`config.mk`:
```
export PLATFORM = sky130hd
export DESIGN_NAME = page_commit_engine
export DESIGN_NICKNAME = d
export VERILOG_FILES = /design/src/rtl/page_commit_pkg.sv /design/src/rtl/page_commit_ctrl.sv /design/src/rtl/page_commit_dp.sv /design/src/rtl/page_commit_engine.sv
export SDC_FILE = /design/constraint.sdc
export NUM_CORES = 2
export LEC_CHECK = 0
export ABC_AREA = 0
export BUFFER_PORTS_ARGS = -buffer_cell sky130_fd_sc_hd__buf_2
export CAP_MARGIN = 20
export CORE_MARGIN = 4
export CORE_UTILIZATION = 30
export DETAILED_ROUTE_END_ITERATION = 16
export GPL_ROUTABILITY_DRIVEN = 0
export SYNTH_ARGS = -nofsm -noshare
export SYNTH_HDL_FRONTEND = slang
export SYNTH_HIERARCHICAL = 1
export SYNTH_SLANG_ARGS = --single-unit
```
`constraint.sdc`:
```
create_clock -name clk -period 3.3 [get_ports clk]
set_input_delay 0.165 -clock clk [delete_from_list [all_inputs] [get_ports clk]]
set_output_delay 0.165 -clock clk [all_outputs]
set_load 0.02 [all_outputs]
```
`src/rtl/page_commit_pkg.sv`:
```
`timescale 1ns/1ps
package page_commit_pkg;

  typedef enum logic [1:0] {
    KIND_WRITE        = 2'd0,
    KIND_PAGE_ERASE   = 2'd1,
    KIND_SECTOR_ERASE = 2'd2,
    KIND_CHIP_ERASE   = 2'd3
  } opKind_t;

  typedef enum logic [1:0] {
    SCOPE_PAGE   = 2'd0,
    SCOPE_SECTOR = 2'd1,
    SCOPE_CHIP   = 2'd2
  } eraseScope_t;

  typedef enum logic [1:0] {
    ST_IDLE    = 2'd0,
    ST_COLLECT = 2'd1,
    ST_BUSY    = 2'd2
  } seqState_t;

  // Strobes from the sequencer to the staging datapath
  typedef struct packed {
    logic openSession;  // latch address, clear the page buffer
    logic takeByte;     // store dataByte at current offset
    logic drainStep;    // present buffer lane drainIdx to the array
    logic fireErase;    // issue the erase beat for the held kind
  } seqStrobe_t;

endpackage

```
`src/rtl/page_commit_ctrl.sv`:
```
`timescale 1ns/1ps
module page_commit_ctrl
  import page_commit_pkg::*;
#(
  parameter int PAGE_BITS           = 8,
  parameter int WRITE_CYCLES        = 400,
  parameter int PAGE_ERASE_CYCLES   = 300,
  parameter int SECTOR_ERASE_CYCLES = 500,
  parameter int CHIP_ERASE_CYCLES   = 700
) (
  input  logic                 clk,
  input  logic                 rst_n,
  input  logic                 cmdStart,
  input  opKind_t              cmdKind,
  input  logic                 dataValid,
  input  logic                 csRise,
  input  logic [2:0]           csBitsMod8,
  input  logic                 permit,
  input  logic                 gotData,
  output seqStrobe_t           strobe,
  output opKind_t              kindQ,
  output logic [PAGE_BITS-1:0] drainIdx,
  output logic                 wip,
  output logic                 clearWel
);

  localparam int MAX_A   = (WRITE_CYCLES > PAGE_ERASE_CYCLES) ? WRITE_CYCLES : PAGE_ERASE_CYCLES;
  localparam int MAX_B   = (SECTOR_ERASE_CYCLES > CHIP_ERASE_CYCLES) ? SECTOR_ERASE_CYCLES : CHIP_ERASE_CYCLES;
  localparam int MAX_DUR = (MAX_A > MAX_B) ? MAX_A : MAX_B;
  localparam int CNT_W   = $clog2(MAX_DUR + 1);

  seqState_t        state;
  logic [CNT_W-1:0] durCnt;
  logic [PAGE_BITS:0] drainCnt;
  logic             clearWelQ;
  logic             aligned;
  logic             commitOk;
  logic             acceptStart;

  function automatic logic [CNT_W-1:0] loadFor(opKind_t k);
    case (k)
      KIND_WRITE:        return CNT_W'(WRITE_CYCLES - 1);
      KIND_PAGE_ERASE:   return CNT_W'(PAGE_ERASE_CYCLES - 1);
      KIND_SECTOR_ERASE: return CNT_W'(SECTOR_ERASE_CYCLES - 1);
      default:           return CNT_W'(CHIP_ERASE_CYCLES - 1);
    endcase
  endfunction

  always_comb begin
    aligned     = (csBitsMod8 == 3'd0);
    commitOk    = (state == ST_COLLECT) && csRise && aligned && permit &&
                  ((kindQ != KIND_WRITE) || gotData);
    acceptStart = cmdStart &&
                  ((state == ST_IDLE) || ((state == ST_COLLECT) && !csRise));
    strobe             = '0;
    strobe.openSession = acceptStart;
    strobe.takeByte    = (state == ST_COLLECT) && dataValid && !csRise &&
                         (kindQ == KIND_WRITE) && !acceptStart;
    strobe.drainStep   = (state == ST_BUSY) && (kindQ == KIND_WRITE) &&
                         !drainCnt[PAGE_BITS];
    strobe.fireErase   = commitOk && (kindQ != KIND_WRITE);
  end

  always_ff @(posedge clk or negedge rst_n) begin
    if (!rst_n) begin
      state     <= ST_IDLE;
      kindQ     <= KIND_WRITE;
      durCnt    <= '0;
      drainCnt  <= '0;
      clearWelQ <= 1'b0;
    end else begin
      clearWelQ <= 1'b0;
      unique case (state)
        ST_IDLE: begin
          if (cmdStart) begin
            state <= ST_COLLECT;
            kindQ <= cmdKind;
          end
        end
        ST_COLLECT: begin
          if (csRise) begin
            if (commitOk) begin
              state    <= ST_BUSY;
              durCnt   <= loadFor(kindQ);
              drainCnt <= '0;
            end else begin
              state <= ST_IDLE;
            end
          end else if (cmdStart) begin
            kindQ <= cmdKind;
          end
        end
        ST_BUSY: begin
          if (strobe.drainStep) drainCnt <= drainCnt + 1'b1;
          if (durCnt == '0) begin
            state     <= ST_IDLE;
            clearWelQ <= 1'b1;
          end else begin
            durCnt <= durCnt - 1'b1;
          end
        end
        default: state <= ST_IDLE;
      endcase
    end
  end

  assign drainIdx = drainCnt[PAGE_BITS-1:0];
  assign wip      = (state == ST_BUSY);
  assign clearWel = clearWelQ;

endmodule

```
`src/rtl/page_commit_dp.sv`:
```
`timescale 1ns/1ps
module page_commit_dp
  import page_commit_pkg::*;
#(
  parameter int ADDR_W      = 17,
  parameter int PAGE_BITS   = 8,
  parameter int SECTOR_BITS = 15
) (
  input  logic                 clk,
  input  logic                 rst_n,
  input  seqStrobe_t           strobe,
  input  opKind_t              kindQ,
  input  logic [ADDR_W-1:0]    startAddr,
  input  logic [7:0]           dataByte,
  input  logic [PAGE_BITS-1:0] drainIdx,
  output logic                 gotData,
  output logic                 arrWrEn,
  output logic [7:0]           arrWrData,
  output logic                 arrEraseEn,
  output logic [1:0]           arrEraseScope,
  output logic [ADDR_W-1:0]    arrAddr
);

  localparam int PAGE_BYTES = 1 << PAGE_BITS;
  localparam logic [ADDR_W-1:0] PAGE_MASK   = {ADDR_W{1'b1}} << PAGE_BITS;
  localparam logic [ADDR_W-1:0] SECTOR_MASK = {ADDR_W{1'b1}} << SECTOR_BITS;

  logic [ADDR_W-1:0]    sessionAddr;
  logic [PAGE_BITS-1:0] ptr;
  logic [7:0]           laneData [PAGE_BYTES];
  logic [PAGE_BYTES-1:0] laneValid;

  // Session address, offset pointer and data-seen flag
  always_ff @(posedge clk or negedge rst_n) begin
    if (!rst_n) begin
      sessionAddr <= '0;
      ptr         <= '0;
      gotData     <= 1'b0;
    end else if (strobe.openSession) begin
      sessionAddr <= startAddr;
      ptr         <= startAddr[PAGE_BITS-1:0];
      gotData     <= 1'b0;
    end else if (strobe.takeByte) begin
      ptr     <= ptr + 1'b1;   // natural wrap keeps the offset inside the page
      gotData <= 1'b1;
    end
  end

  // One staging lane per page offset
  for (genvar i = 0; i < PAGE_BYTES; i++) begin : g_lane
    always_ff @(posedge clk or negedge rst_n) begin
      if (!rst_n) begin
        laneValid[i] <= 1'b0;
        laneData[i]  <= 8'h00;
      end else if (strobe.openSession) begin
        laneValid[i] <= 1'b0;
      end else if (strobe.takeByte && (ptr == PAGE_BITS'(i))) begin
        laneValid[i] <= 1'b1;
        laneData[i]  <= dataByte;
      end
    end
  end

  // Registered array port
  always_ff @(posedge clk or negedge rst_n) begin
    if (!rst_n) begin
      arrWrEn       <= 1'b0;
      arrWrData     <= 8'h00;
      arrEraseEn    <= 1'b0;
      arrEraseScope <= SCOPE_PAGE;
      arrAddr       <= '0;
    end else begin
      arrWrEn    <= strobe.drainStep && laneValid[drainIdx];
      arrEraseEn <= strobe.fireErase;
      if (strobe.fireErase) begin
        case (kindQ)
          KIND_PAGE_ERASE: begin
            arrEraseScope <= SCOPE_PAGE;
            arrAddr       <= sessionAddr & PAGE_MASK;
          end
          KIND_SECTOR_ERASE: begin
            arrEraseScope <= SCOPE_SECTOR;
            arrAddr       <= sessionAddr & SECTOR_MASK;
          end
          default: begin
            arrEraseScope <= SCOPE_CHIP;
            arrAddr       <= '0;
          end
        endcase
      end else if (strobe.drainStep) begin
        arrWrData <= laneData[drainIdx];
        arrAddr   <= (sessionAddr & PAGE_MASK) |
                     {{(ADDR_W-PAGE_BITS){1'b0}}, drainIdx};
      end
    end
  end

endmodule

```
`src/rtl/page_commit_engine.sv`:
```
`timescale 1ns/1ps
module page_commit_engine
  import page_commit_pkg::*;
#(
  parameter int ADDR_W              = 17,
  parameter int PAGE_BITS           = 8,
  parameter int SECTOR_BITS         = 15,
  parameter int WRITE_CYCLES        = 400,
  parameter int PAGE_ERASE_CYCLES   = 300,
  parameter int SECTOR_ERASE_CYCLES = 500,
  parameter int CHIP_ERASE_CYCLES   = 700
) (
  input  logic              clk,
  input  logic              rst_n,
  input  logic              cmdStart,
  input  logic [1:0]        cmdKind,
  input  logic [ADDR_W-1:0] startAddr,
  input  logic              dataValid,
  input  logic [7:0]        dataByte,
  input  logic              csRise,
  input  logic [2:0]        csBitsMod8,
  input  logic              permit,
  output logic              wip,
  output logic              clearWel,
  output logic              arrWrEn,
  output logic [7:0]        arrWrData,
  output logic              arrEraseEn,
  output logic [1:0]        arrEraseScope,
  output logic [ADDR_W-1:0] arrAddr
);

  seqStrobe_t           strobe;
  opKind_t              kindQ;
  logic [PAGE_BITS-1:0] drainIdx;
  logic                 gotData;

  page_commit_ctrl #(
    .PAGE_BITS(PAGE_BITS),
    .WRITE_CYCLES(WRITE_CYCLES),
    .PAGE_ERASE_CYCLES(PAGE_ERASE_CYCLES),
    .SECTOR_ERASE_CYCLES(SECTOR_ERASE_CYCLES),
    .CHIP_ERASE_CYCLES(CHIP_ERASE_CYCLES)
  ) u_ctrl (
    .clk(clk), .rst_n(rst_n),
    .cmdStart(cmdStart), .cmdKind(opKind_t'(cmdKind)),
    .dataValid(dataValid), .csRise(csRise), .csBitsMod8(csBitsMod8),
    .permit(permit), .gotData(gotData),
    .strobe(strobe), .kindQ(kindQ), .drainIdx(drainIdx),
    .wip(wip), .clearWel(clearWel)
  );

  page_commit_dp #(
    .ADDR_W(ADDR_W), .PAGE_BITS(PAGE_BITS), .SECTOR_BITS(SECTOR_BITS)
  ) u_dp (
    .clk(clk), .rst_n(rst_n),
    .strobe(strobe), .kindQ(kindQ), .startAddr(startAddr),
    .dataByte(dataByte), .drainIdx(drainIdx), .gotData(gotData),
    .arrWrEn(arrWrEn), .arrWrData(arrWrData),
    .arrEraseEn(arrEraseEn), .arrEraseScope(arrEraseScope), .arrAddr(arrAddr)
  );

endmodule

```
==> results_dict.tcl <==
set metrics [dict create \
    fp.dieW_um 606.8 \
    cap_violations 0 \
    ios 67 \
    dieArea_sq_mm 0.3682 \
    initial_core_util_pct 30.17 \
    rr_worst_depth 8 \
    root_buffer "clkbuf_16" \
    clk_pin_slew_worst_paths_ps 60 \
    final_util_pct 35.26 \
    cp_slowest_stage_delay_ps 570 \
    antenna_found_initial 15 \
    cp_top_family "multiplexers" \
    ys_types 69 \
    tritoncts "done" \
    hpwlAfterDp_mm 200.1 \
    fillers 33684 \
    tns_ps 0 \
    yosysTopAreaCellShare_pct 55.25 \
    first_pass_iters 8 \
    seq_area_sq_mm 0.05945 \
    crit_path_start "u_ctrl/drainCnt[0]" \
    synthCells 7093 \
    critical_path_class "flip-flop to flip-flop" \
    hold_violations 0 \
    grt_pass1_wl_mm 464.5 \
    grt_pass1_vias 67913 \
    max_freq_mhz 305.1 \
    cp_slowest_cell "o211ai_1" \
    cts_buffer_depth 4 \
    multi_input_area_sq_mm 0.04495 \
    placeableCoreArea_sq_mm 0.3565 \
    synth_flop_cell "dfrtp_1" \
    synth_area_leader_cell "dfrtp_1" \
    routedWlPerCell_um 25.18 \
    rsz0062_at_grt "true" \
    critPathArrivalTime_ps 4040 \
    finalNonFillerCells 12319 \
    totalWireLength_mm 310.2 \
    die_h_um 606.8 \
    setup.worst_path.end "u_dp/arrWrData[6]" \
    cp_cell_sequence "buf_16 > buf_16 > mux4_2 > mux4_2 > o211ai_1 > nand3_1 > nor2_1 > nand3_1" \
    path_depth 8 \
    dp.cells 11811 \
    first_iter_violations 4823 \
    htreeDepth 4 \
    grt_max_degree 170 \
    synthTopCellsByArea "dfrtp_1, mux2_2, mux4_2, clkbuf_1, nand2_1" \
    synth_edf_count 0 \
    crit_required_ps 4060 \
    max-vdd-ir-drop_v 0.0004640 \
    synth_most_common_cell "dfrtp_1" \
    yosysSeqAreaShare_pct 55.25 \
    min_period_ps 3278 \
    drc 0 \
    synth_seq_cells 2375 \
    synthArstFlopShare_pct 100.0 \
    worst-path-buf-inv 2 \
    portBuffers 66 \
    setup_violations 0 \
    r2r_setup_slack_ps 20 \
    status "complete, no violations" \
    viasPerCell 5.177 \
    r2r_end "u_dp/arrWrData[6]" \
    vias 63775 \
    syn_nets 7138 \
    cts.sinks 2375 \
    worstPathMaxFanout 17 \
    pre_cts_slack_ps -286.5 \
    p_leak_nw 59.22 \
    postRouteAntennaNets 0 \
    syn_area_sq_mm 0.1076 \
    gr-total-overflow 0 \
    rows 219 \
    p_per_area_mw_per_mm2 539.9 \
    hold_path.class "input pin to flip-flop" \
    setup_slack_ps 22.05 \
    drive_above_1_share_pct 49.56 \
    power_mw 67.87 \
    worstSkewPairLatency_ps 920 \
    drv_slew 0 \
    startpoint_type "flip-flop" \
    nets 7404 \
    period_share_pct 99.33 \
    yosysWarnings 6 \
    endpoint_kind "flip-flop" \
    area_delta_synth_final_pct 16.87 \
    relSlewSlack_pct 31.62 \
    worst_pin_slew_ps 1024 \
    grt_use_total_pct 16.61 \
    fin_skew_ps 66.36 \
    r2r_start "u_ctrl/drainCnt[0]" \
    synth_common_cells "dfrtp_1, mux2_2, mux4_2" \
    syn_avg_cell_area_sq_um 15.17 \
    numCtsBuffers 247 \
]
## logic make-up after synthesis
family                   count (synthesis)  share of synthesized area (%)
AO/OA/AOI/OAI                          473                          2.686
XOR/XNOR                                13                         0.1058
adder cells (fa/ha/maj)                  9                         0.1047
buffers and inverters                  810                          3.179
flip-flops                            2375                          55.25
multiplexers                          2826                          36.23
AND/OR/NAND/NOR                        587                          2.443
## metal layers
metal	global-route usage, %	vias up	wire length, um
met5	0	-	42
met4	6.913	8	14280
met3	2.726	578	16590
met2	26.77	1703	146900
met1	22.24	34781	132400
li1	-	26705	-
## state kept, by name, indices dropped and copies added (netlist names)
name	flops
u_dp/arrWrData	8
u_dp/arrWrEn	1
u_dp/arrAddr	17
u_dp/arrEraseScope	2
u_dp/laneValid	256
u_dp/gotData	1
u_dp/laneData	2048
u_ctrl/clearWel	1
u_dp/arrEraseEn	1
u_ctrl/durCnt	10
u_dp/sessionAddr	9
u_ctrl/kindQ	2
u_dp/ptr	8
u_ctrl/drainCnt	9
u_ctrl/state	2
## tightest hold or removal path, stage by stage
cell	delay, ps
buf_2	150
inv_1	120
a211oi_4	90
buf_4	220
o21ai_0	180
## power breakdown
| group | internal, mW | total (mW) | leakage (nW) | switching (mW) |
|---|---|---|---|---|
| Clock | 17.7 | 29.6 | 4.33 | 11.9 |
| Sequential | 29.4 | 29.7 | 33.1 | 0.305 |
| Combinational | 3.18 | 8.53 | 21.8 | 5.35 |
## through the flow
step                      hold slack [ps]  instance area [sq um]
final                               70.27                 125700
after global routing                43.07                 125700
after CTS                           2.230                 125500
after detailed placement            118.9                 116200
after global placement              115.8                 116200
after floorplan                    -130.6                 107600
## layout by cell type (no fill, tap or decap), types with 72 or more instances in the layout
cell type,count
buf_12,95
buf_4,335
clkbuf_16,251
clkbuf_8,72
dfrtp_1,2369
inv_1,268
mux2_2,2083
mux2i_1,93
mux4_2,646
nand2_1,279
nor2_1,127
o21ai_0,198
o22ai_1,126
## cell type report
type	instances	area share, %
Timing Repair Buffer	555	4.475
Sequential cell	2375	47.29
Multi-Input combinational cell	3908	35.76
Inverter	272	0.8181
Tap cell	4751	4.729
Clock inverter	99	1.094
Clock buffer	356	5.832
Antenna cell	3	0.005972
## repair_timing
item / in CTS / in global routing
pin swaps: 3 / 5
setup endpoints to repair: 9 / 9
hold buffers: 43 / 0
gates resized for setup: 26 / 29
cloned: 2 / 3
hold endpoints to repair: 1709 / 0
buffers inserted: 2 / 0
## how the worst min path moves through the flow
stage / startpoint / to / cells past startpoint
2_1_floorplan: rst_n / u_ctrl/clearWel / 0
3_3_place_gp: rst_n / u_dp/laneData[708] / 1
3_5_place_dp: rst_n / u_dp/laneData[708] / 1
4_1_cts: startAddr[9] / u_dp/sessionAddr[9] / 3
5_1_grt: startAddr[14] / u_dp/sessionAddr[14] / 3
6_report: cmdStart / u_dp/ptr[4] / 5
Note: power is estimated with default switching activity, not from simulation.
